`src/rtl/blk_dma_pkg.sv`:
```
package blk_dma_pkg;

    localparam logic [31:0] CTL_MEM2PER = 32'h0100_0201;
    localparam logic [31:0] CTL_PER2MEM = 32'h0100_0200;
    localparam int          START_BIT   = 24;

    typedef enum logic [2:0] {
        S_IDLE,
        S_CHECK,
        S_MEM_RD,
        S_PUSH,
        S_POP,
        S_MEM_WR,
        S_DONE
    } dma_state_t;

    typedef enum logic [1:0] {
        REG_ADDR = 2'd0,
        REG_BLK  = 2'd1,
        REG_CTL  = 2'd2,
        REG_NONE = 2'd3
    } reg_sel_t;

    typedef enum logic {
        DIR_TO_PER   = 1'b0,
        DIR_FROM_PER = 1'b1
    } dma_dir_t;

endpackage

```
`src/rtl/blk_dma_decode.sv`:
```
module blk_dma_decode
    import blk_dma_pkg::*;
#(
    parameter int DW = 32
) (
    input  logic [DW-1:0] ctl,
    output logic          known,
    output dma_dir_t      dir
);

    always_comb begin
        known = 1'b0;
        dir   = DIR_TO_PER;
        if (ctl == DW'(CTL_MEM2PER)) begin
            known = 1'b1;
            dir   = DIR_TO_PER;
        end else if (ctl == DW'(CTL_PER2MEM)) begin
            known = 1'b1;
            dir   = DIR_FROM_PER;
        end
    end

endmodule

```
`src/rtl/blk_dma_count.sv`:
```
module blk_dma_count #(
    parameter int FW = 16
) (
    input  logic          clk,
    input  logic          rst_n,
    input  logic [2*FW-1:0] shape,
    input  logic          load,
    input  logic          step,
    output logic          zero,
    output logic          last
);

    localparam int CW = 2 * FW;

    logic [CW-1:0] total;
    logic [CW-1:0] remain_q;

    assign total = CW'(shape[CW-1:FW]) * CW'(shape[FW-1:0]);
    assign zero  = (total == '0);
    assign last  = (remain_q == CW'(1));

    always_ff @(posedge clk or negedge rst_n) begin
        if (!rst_n) begin
            remain_q <= '0;
        end else if (load) begin
            remain_q <= total;
        end else if (step) begin
            remain_q <= remain_q - CW'(1);
        end
    end

endmodule

```
`src/rtl/blk_dma_ptr.sv`:
```
module blk_dma_ptr #(
    parameter int AW  = 32,
    parameter int WAW = 19
) (
    input  logic           clk,
    input  logic           rst_n,
    input  logic [AW-1:0]  start,
    input  logic           load,
    input  logic           step,
    output logic [AW-1:0]  ptr,
    output logic [WAW-1:0] word_addr
);

    localparam logic [AW-1:0] BYTE_STEP = AW'(4);

    logic [AW-1:0] ptr_q;

    always_ff @(posedge clk or negedge rst_n) begin
        if (!rst_n) begin
            ptr_q <= '0;
        end else if (load) begin
            ptr_q <= start;
        end else if (step) begin
            ptr_q <= ptr_q + BYTE_STEP;
        end
    end

    assign ptr       = ptr_q;
    assign word_addr = ptr_q[WAW+1:2];

endmodule

```
`src/rtl/blk_dma_chan.sv`:
```
module blk_dma_chan
    import blk_dma_pkg::*;
#(
    parameter int AW        = 32,
    parameter int FW        = 16,
    parameter int MEM_BYTES = 32'h0020_0000,
    localparam int WAW      = $clog2(MEM_BYTES) - 2
) (
    input  logic           clk,
    input  logic           rst_n,
    input  logic           reg_we,
    input  logic [1:0]     reg_sel,
    input  logic [31:0]    reg_wdata,
    output logic [AW-1:0]  addr_o,
    output logic [31:0]    ctl_o,
    output logic           irq,
    output logic           mem_req,
    output logic           mem_we,
    output logic [WAW-1:0] mem_addr,
    output logic [31:0]    mem_wdata,
    input  logic [31:0]    mem_rdata,
    input  logic           mem_ready,
    output logic           push_valid,
    output logic [31:0]    push_data,
    input  logic           push_ready,
    input  logic           pop_valid,
    input  logic [31:0]    pop_data,
    output logic           pop_ready
);

    localparam logic [AW-1:0] MEM_LIMIT = AW'(MEM_BYTES);

    dma_state_t     state_q, state_d;
    logic [AW-1:0]  addr_q;
    logic [2*FW-1:0] shape_q;
    logic [31:0]    ctl_q;
    logic [31:0]    hold_q;
    logic           upd_q;
    logic           irq_q;

    logic           code_known;
    dma_dir_t       code_dir;
    logic           cnt_zero;
    logic           cnt_last;
    logic [AW-1:0]  ptr;
    logic [WAW-1:0] word_addr;

    logic           start_wr;
    logic           addr_ok;
    logic           go_xfer;
    logic           step;
    logic           load;

    blk_dma_decode #(.DW(32)) u_decode (
        .ctl   (ctl_q),
        .known (code_known),
        .dir   (code_dir)
    );

    blk_dma_count #(.FW(FW)) u_count (
        .clk   (clk),
        .rst_n (rst_n),
        .shape (shape_q),
        .load  (load),
        .step  (step),
        .zero  (cnt_zero),
        .last  (cnt_last)
    );

    blk_dma_ptr #(.AW(AW), .WAW(WAW)) u_ptr (
        .clk       (clk),
        .rst_n     (rst_n),
        .start     (addr_q),
        .load      (load),
        .step      (step),
        .ptr       (ptr),
        .word_addr (word_addr)
    );

    assign start_wr = (state_q == S_IDLE) && reg_we &&
                      (reg_sel == REG_CTL) && reg_wdata[START_BIT];
    assign addr_ok  = (addr_q < MEM_LIMIT);
    assign go_xfer  = code_known && addr_ok && !cnt_zero;
    assign load     = (state_q == S_CHECK);
    assign step     = ((state_q == S_PUSH) && push_ready) ||
                      ((state_q == S_MEM_WR) && mem_ready);

    // state register
    always_ff @(posedge clk or negedge rst_n) begin
        if (!rst_n) begin
            state_q <= S_IDLE;
        end else begin
            state_q <= state_d;
        end
    end

    // next state
    always_comb begin
        state_d = state_q;
        unique case (state_q)
            S_IDLE:   if (start_wr) state_d = S_CHECK;
            S_CHECK: begin
                if (!go_xfer)                 state_d = S_DONE;
                else if (code_dir == DIR_TO_PER) state_d = S_MEM_RD;
                else                          state_d = S_POP;
            end
            S_MEM_RD: if (mem_ready) state_d = S_PUSH;
            S_PUSH:   if (push_ready) state_d = cnt_last ? S_DONE : S_MEM_RD;
            S_POP:    if (pop_valid) state_d = S_MEM_WR;
            S_MEM_WR: if (mem_ready) state_d = cnt_last ? S_DONE : S_POP;
            S_DONE:   state_d = S_IDLE;
            default:  state_d = S_IDLE;
        endcase
    end

    // outputs
    always_comb begin
        mem_req    = 1'b0;
        mem_we     = 1'b0;
        push_valid = 1'b0;
        pop_ready  = 1'b0;
        unique case (state_q)
            S_MEM_RD: mem_req = 1'b1;
            S_MEM_WR: begin
                mem_req = 1'b1;
                mem_we  = 1'b1;
            end
            S_PUSH:   push_valid = 1'b1;
            S_POP:    pop_ready  = 1'b1;
            default: begin
                mem_req = 1'b0;
            end
        endcase
    end

    assign mem_addr  = word_addr;
    assign mem_wdata = hold_q;
    assign push_data = hold_q;

    // registers and data path
    always_ff @(posedge clk or negedge rst_n) begin
        if (!rst_n) begin
            addr_q  <= '0;
            shape_q <= '0;
            ctl_q   <= '0;
            hold_q  <= '0;
            upd_q   <= 1'b0;
            irq_q   <= 1'b0;
        end else begin
            irq_q <= (state_q == S_DONE);
            if ((state_q == S_IDLE) && reg_we) begin
                unique case (reg_sel)
                    REG_ADDR: addr_q  <= AW'(reg_wdata);
                    REG_BLK:  shape_q <= (2*FW)'(reg_wdata);
                    REG_CTL:  ctl_q   <= reg_wdata;
                    default:  ctl_q   <= ctl_q;
                endcase
            end
            if (state_q == S_CHECK) begin
                upd_q <= go_xfer;
            end
            if ((state_q == S_MEM_RD) && mem_ready) begin
                hold_q <= mem_rdata;
            end
            if ((state_q == S_POP) && pop_valid) begin
                hold_q <= pop_data;
            end
            if (state_q == S_DONE) begin
                ctl_q[START_BIT] <= 1'b0;
                if (upd_q) begin
                    addr_q <= ptr;
                end
            end
        end
    end

    assign addr_o = addr_q;
    assign ctl_o  = ctl_q;
    assign irq    = irq_q;

endmodule

```
`config.mk`:
```
export PLATFORM = sky130hd
export DESIGN_NAME = blk_dma_chan
export DESIGN_NICKNAME = d
export VERILOG_FILES = /design/src/rtl/blk_dma_pkg.sv /design/src/rtl/blk_dma_decode.sv /design/src/rtl/blk_dma_count.sv /design/src/rtl/blk_dma_ptr.sv /design/src/rtl/blk_dma_chan.sv
export SDC_FILE = /design/constraint.sdc
export NUM_CORES = 1
export LEC_CHECK = 0
export BUFFER_PORTS_ARGS = -buffer_cell sky130_fd_sc_hd__buf_2
export CAP_MARGIN = 20
export CORE_ASPECT_RATIO = 0.9
export CORE_MARGIN = 4
export CORE_UTILIZATION = 40
export DETAILED_ROUTE_END_ITERATION = 10
export MAX_ROUTING_LAYER = met4
export SKIP_LAST_GASP = 1
export SLEW_MARGIN = 40
export SYNTH_ARGS = -nofsm -noshare
export SYNTH_HDL_FRONTEND = slang
export SYNTH_SLANG_ARGS = --single-unit
```
`constraint.sdc`:
```
create_clock -name clk -period 6.4 [get_ports clk]
set_clock_uncertainty 0.05 [all_clocks]
set_input_delay 0.64 -clock clk [delete_from_list [all_inputs] [get_ports clk]]
set_output_delay 0.64 -clock clk [all_outputs]
set_load 0.02 [all_outputs]
```
==> summary by stage <==
Logic synthesis
The biggest area contributor in the post-synthesis netlist is sky130_fd_sc_hd__dfrtp_1. The count of unique library cells instantiated by Yosys is 70. The xor-xnor portion of the synthesized cell area is 1.09%. The cell with the most instances after synthesis is sky130_fd_sc_hd__nand2_1. In the synthesized netlist the dominant register cell turns out to be sky130_fd_sc_hd__dfrtp_1. In the synthesized netlist, mux cells make up approximately 7.6% of the area.

The synthesized netlist occupies a cell area of between 15000 and 20000 um^2. The adder-cell share of the synthesized area is between 20 and 30%. Ranked by total cell area, the synthesized netlist is headed by sky130_fd_sc_hd__dfrtp_1, sky130_fd_sc_hd__fa_1, sky130_fd_sc_hd__ha_1, sky130_fd_sc_hd__nand2_1, sky130_fd_sc_hd__mux2_2.

Summing the sequential cell areas from Yosys gives between 20% and 30% of the chip area. The synthesized netlist devotes between 10 and 15% of its cell area to compound gates. After technology mapping, the gate count stands at 2029. The Yosys warning count is 0.

The per-instance average area after synthesis is slightly above 9 um^2. The post-synthesis register bit count is about 200. The commonest cells after synthesis are sky130_fd_sc_hd__nand2_1, sky130_fd_sc_hd__dfrtp_1, sky130_fd_sc_hd__fa_1.

The area share of the largest cell type after synthesis is a little over a quarter. The dominant combinational cell family by area after synthesis is adder cells. The post-synthesis share of cell area spent on and, or, nand and nor gates is between 15 and 20%.

The post-synthesis net count is about 2400. The synthesized design contains 0 enable-type register cells. Of all flip-flops after synthesis, the portion carrying an async set or reset was 100%.

Floorplanning
From left edge to right edge, the die measures 235 um. From bottom edge to top edge, the die measures 212 um. The floorplan has 74 rows. The die footprint is 49800 um^2. The area inside the core boundary is roughly 46000 um^2. The number of primary I/O pins is approximately 260. The effective utilization at floorplan is between 40 and 50%.

Clocking
The TritonCTS buffer count is 17. Buffers inserted to repair hold after CTS numbered 0. CTS placed an instance of sky130_fd_sc_hd__clkbuf_16 at the clock tree root. Clock-pin slew was measured on the worst setup and hold paths at 0.08 ns. The clock tree synthesis step divided the H-tree into 4 levels.

The tree built by TritonCTS fans out to between 150 and 200 sinks. The clock reaches the later pin of the worst-skew pair after 0.47 ns. The clock passes through at most 2 buffers. TritonCTS built the clock tree.

GRT
The via count of the first global-routing pass is about 16000. The largest net degree at the start of global routing is ~110. Across every metal layer, demand over resource in global routing totals 23.5%. The leftover overflow at the end of global routing is 0. The first-pass GRT wire length is 90.7 mm. The initial antenna violation count is 4.

Setup path
The arrival time reported for the critical path endpoint is about 6.9 ns. In this run the worst path has a maximum fanout of 7. STA classifies the critical path startpoint as a flip-flop. The register-to-register setup slack is -0.15 ns. The critical path endpoint category is a flip-flop.

At the worst endpoint, the required time is just under 7 ns. The startpoint-to-endpoint class of the critical path is flip-flop to flip-flop.

Finish
The signed area change from the synthesized netlist to the final layout is 23.2%. 0 antenna diodes ended up in the layout. In the final layout, the share of cells above drive strength 1 is between 20 and 30%. In the final design database the tool counted ~2800 nets. The number of inserted filler cells in the final layout is roughly 4300.

Worst hold path
The path class of the tightest hold or removal check is input pin to async pin.

STA
For the final routed database, the setup TNS stands at -0.379 ns. The max-slew violation count is 0. Once routing completed, OpenROAD measured the worst setup slack at -0.152 ns. The hold violation count in the final report came to 0. Setup violations remaining at the end of the flow were counted as 3.

The slew of the pin with the lowest slew margin is 0.785 ns. The peak clock frequency supported by timing is around 150 MHz. Setup repair after global routing could not meet its margin everywhere. The post-route minimum period is between 6 and 7 ns.

Headroom to the max-slew limit came out at 47.7%. In the finished design, the share of the clock period the worst path needs comes to 102%.

Detailed routing
For this block, the via count after detailed routing is around 16000. The count of nets left with antenna violations once routing finished came out at 0. The detailed-route DRC error count is 0. In the final routed layout, each cell accounts on average for approximately 19 um. The routed via count divided by cell count is 5.35. The detailed router finished its first iteration with between 1000 and 1500 violations. The first-pass iteration count of the detailed router is 5. For this block, the routed nets add up to approximately 58 mm of wire.

Placed design
The half-perimeter wire length after placement is about 45 mm. Routability-driven placement finished with a final weighted congestion of between 0.9 and 1. The number of buffers inserted by port buffering is 255. OpenSTA, run right after detailed placement, puts the worst setup slack at -0.341 ns.

Run status
The checks that failed: setup timing. The run finished, with violations left.

Job
The number of max-cap violations is 0.
-- final cells by class --
cell class / instances / area [um^2] / area share (%)
Inverter: 191 / 717 / 3.14
Tap cell: 608 / 761 / 3.34
Sequential cell: 197 / 4960 / 21.7
Multi-Input combinational cell: 1478 / 12600 / 55.0
Timing Repair Buffer: 474 / 3180 / 13.9
Clock buffer: 19 / 443 / 1.94
Clock inverter: 13 / 191 / 0.840
-- worst max-delay path: stages, from the launching register on --
cell and delay (ns):
sky130_fd_sc_hd__dfrtp_2 0.48, sky130_fd_sc_hd__and2_1 0.20, sky130_fd_sc_hd__fa_1 0.53, sky130_fd_sc_hd__inv_1 0.05, sky130_fd_sc_hd__fa_2 0.54, sky130_fd_sc_hd__fa_2 0.44, sky130_fd_sc_hd__fa_1 0.51, sky130_fd_sc_hd__fa_2 0.60
sky130_fd_sc_hd__fa_1 0.44, sky130_fd_sc_hd__inv_1 0.11, sky130_fd_sc_hd__ha_4 0.21, sky130_fd_sc_hd__nand4_1 0.15, sky130_fd_sc_hd__o22ai_1 0.09, sky130_fd_sc_hd__nor2_1 0.08, sky130_fd_sc_hd__or4b_4 0.47, sky130_fd_sc_hd__a2111oi_4 0.32
sky130_fd_sc_hd__and4_1 0.25, sky130_fd_sc_hd__nand4b_1 0.20, sky130_fd_sc_hd__or4_4 0.60, sky130_fd_sc_hd__a21oi_2 0.13
-- what timing repair did --
| action | in CTS | in global routing |
|---|---|---|
| gates resized for setup | 67 | 56 |
| setup endpoints to repair | 5 | 8 |
| buffers inserted | 46 | 9 |
| hold endpoints to repair | 0 | 0 |
| pin swaps | 40 | 52 |
-- placed cells by master, fill, tap and decap left out, types with 10 or more instances in the layout --
cell	count
sky130_fd_sc_hd__buf_4	193
sky130_fd_sc_hd__a22oi_1	10
sky130_fd_sc_hd__buf_2	254
sky130_fd_sc_hd__xnor2_1	13
sky130_fd_sc_hd__nand4_1	18
sky130_fd_sc_hd__o21ai_0	100
sky130_fd_sc_hd__mux2i_1	67
sky130_fd_sc_hd__dfrtp_1	174
sky130_fd_sc_hd__buf_6	10
sky130_fd_sc_hd__o22a_1	12
sky130_fd_sc_hd__clkbuf_16	18
sky130_fd_sc_hd__or3_1	10
sky130_fd_sc_hd__ha_4	14
sky130_fd_sc_hd__ha_1	93
sky130_fd_sc_hd__nand3_1	24
sky130_fd_sc_hd__and2_1	101
sky130_fd_sc_hd__a21oi_2	10
sky130_fd_sc_hd__o22ai_1	15
sky130_fd_sc_hd__dfrtp_2	23
sky130_fd_sc_hd__nor3_1	18
sky130_fd_sc_hd__nor4_1	14
sky130_fd_sc_hd__a31oi_1	11
sky130_fd_sc_hd__fa_1	178
sky130_fd_sc_hd__nor2_1	131
sky130_fd_sc_hd__and3_1	14
sky130_fd_sc_hd__inv_1	186
sky130_fd_sc_hd__mux2_2	64
sky130_fd_sc_hd__buf_12	14
sky130_fd_sc_hd__nand2_1	280
sky130_fd_sc_hd__a21oi_1	133
sky130_fd_sc_hd__fa_2	16
-- per-layer routing --
layer / vias up / global-route usage (%) / share of wire, %
li1: 7354 / - / -
met1: 8038 / 32.7 / 45
met2: 502 / 36.0 / 47
met3: 58 / 4.94 / 7.2
met4: 0 / 4.99 / 1.6
met5: - / - / 0
-- sequential cells by signal (all words and copies together) (netlist names) --
register / cells
shape_q: 32
ctl_o: 32
state_q: 3
addr_o: 32
upd_q: 1
u_ptr.ptr: 32
irq: 1
mem_wdata: 32
u_count.remain_q: 32
-- stage by stage --
| stage | cells | hold WS, ns | cell area, um^2 | utilization (%) |
|---|---|---|---|---|
| floorplan | 2029 | 0.294 | 18500 | - |
| global placement | 2891 | 0.409 | 21100 | 46.3 |
| detailed placement | 2893 | 0.430 | 21200 | 46.4 |
| CTS | 2971 | 0.136 | 22500 | 49.4 |
| global route | 2980 | 0.133 | 22800 | 50.1 |
| finish | 2980 | 0.103 | 22800 | 50.1 |
-- final timing paths --
kind	cells past startpoint	from	endpoint
worst min-delay path	1	rst_n	addr_o[24]$_DFF_PN0_
worst min register to register	2	u_ptr.ptr[1]$_DFFE_PN0P_	u_ptr.ptr[1]$_DFFE_PN0P_
min in group clk	3	pop_data[1]	mem_wdata[1]$_DFFE_PN0P_
worst max register to register	19	shape_q[27]$_DFFE_PN0P_	state_q[1]$_DFFE_PN0P_
worst max-delay path	19	shape_q[27]$_DFFE_PN0P_	state_q[1]$_DFFE_PN0P_
max in group asynchronous	2	rst_n	u_count.remain_q[12]$_DFFE_PN0P_
-- logic make-up (layout without fill, tap and decap cells) --
family,after synthesis,in the layout
AND/OR/NAND/NOR,659,659
AO/OA/AOI/OAI,362,362
buffers and inverters,354,697
adder cells (fa/ha/maj),301,301
flip-flops,197,197
multiplexers,133,133
XOR/XNOR,23,23
Power is not shown: default switching activity piles up to over one toggle a cycle in this logic, so the estimate is an artifact.
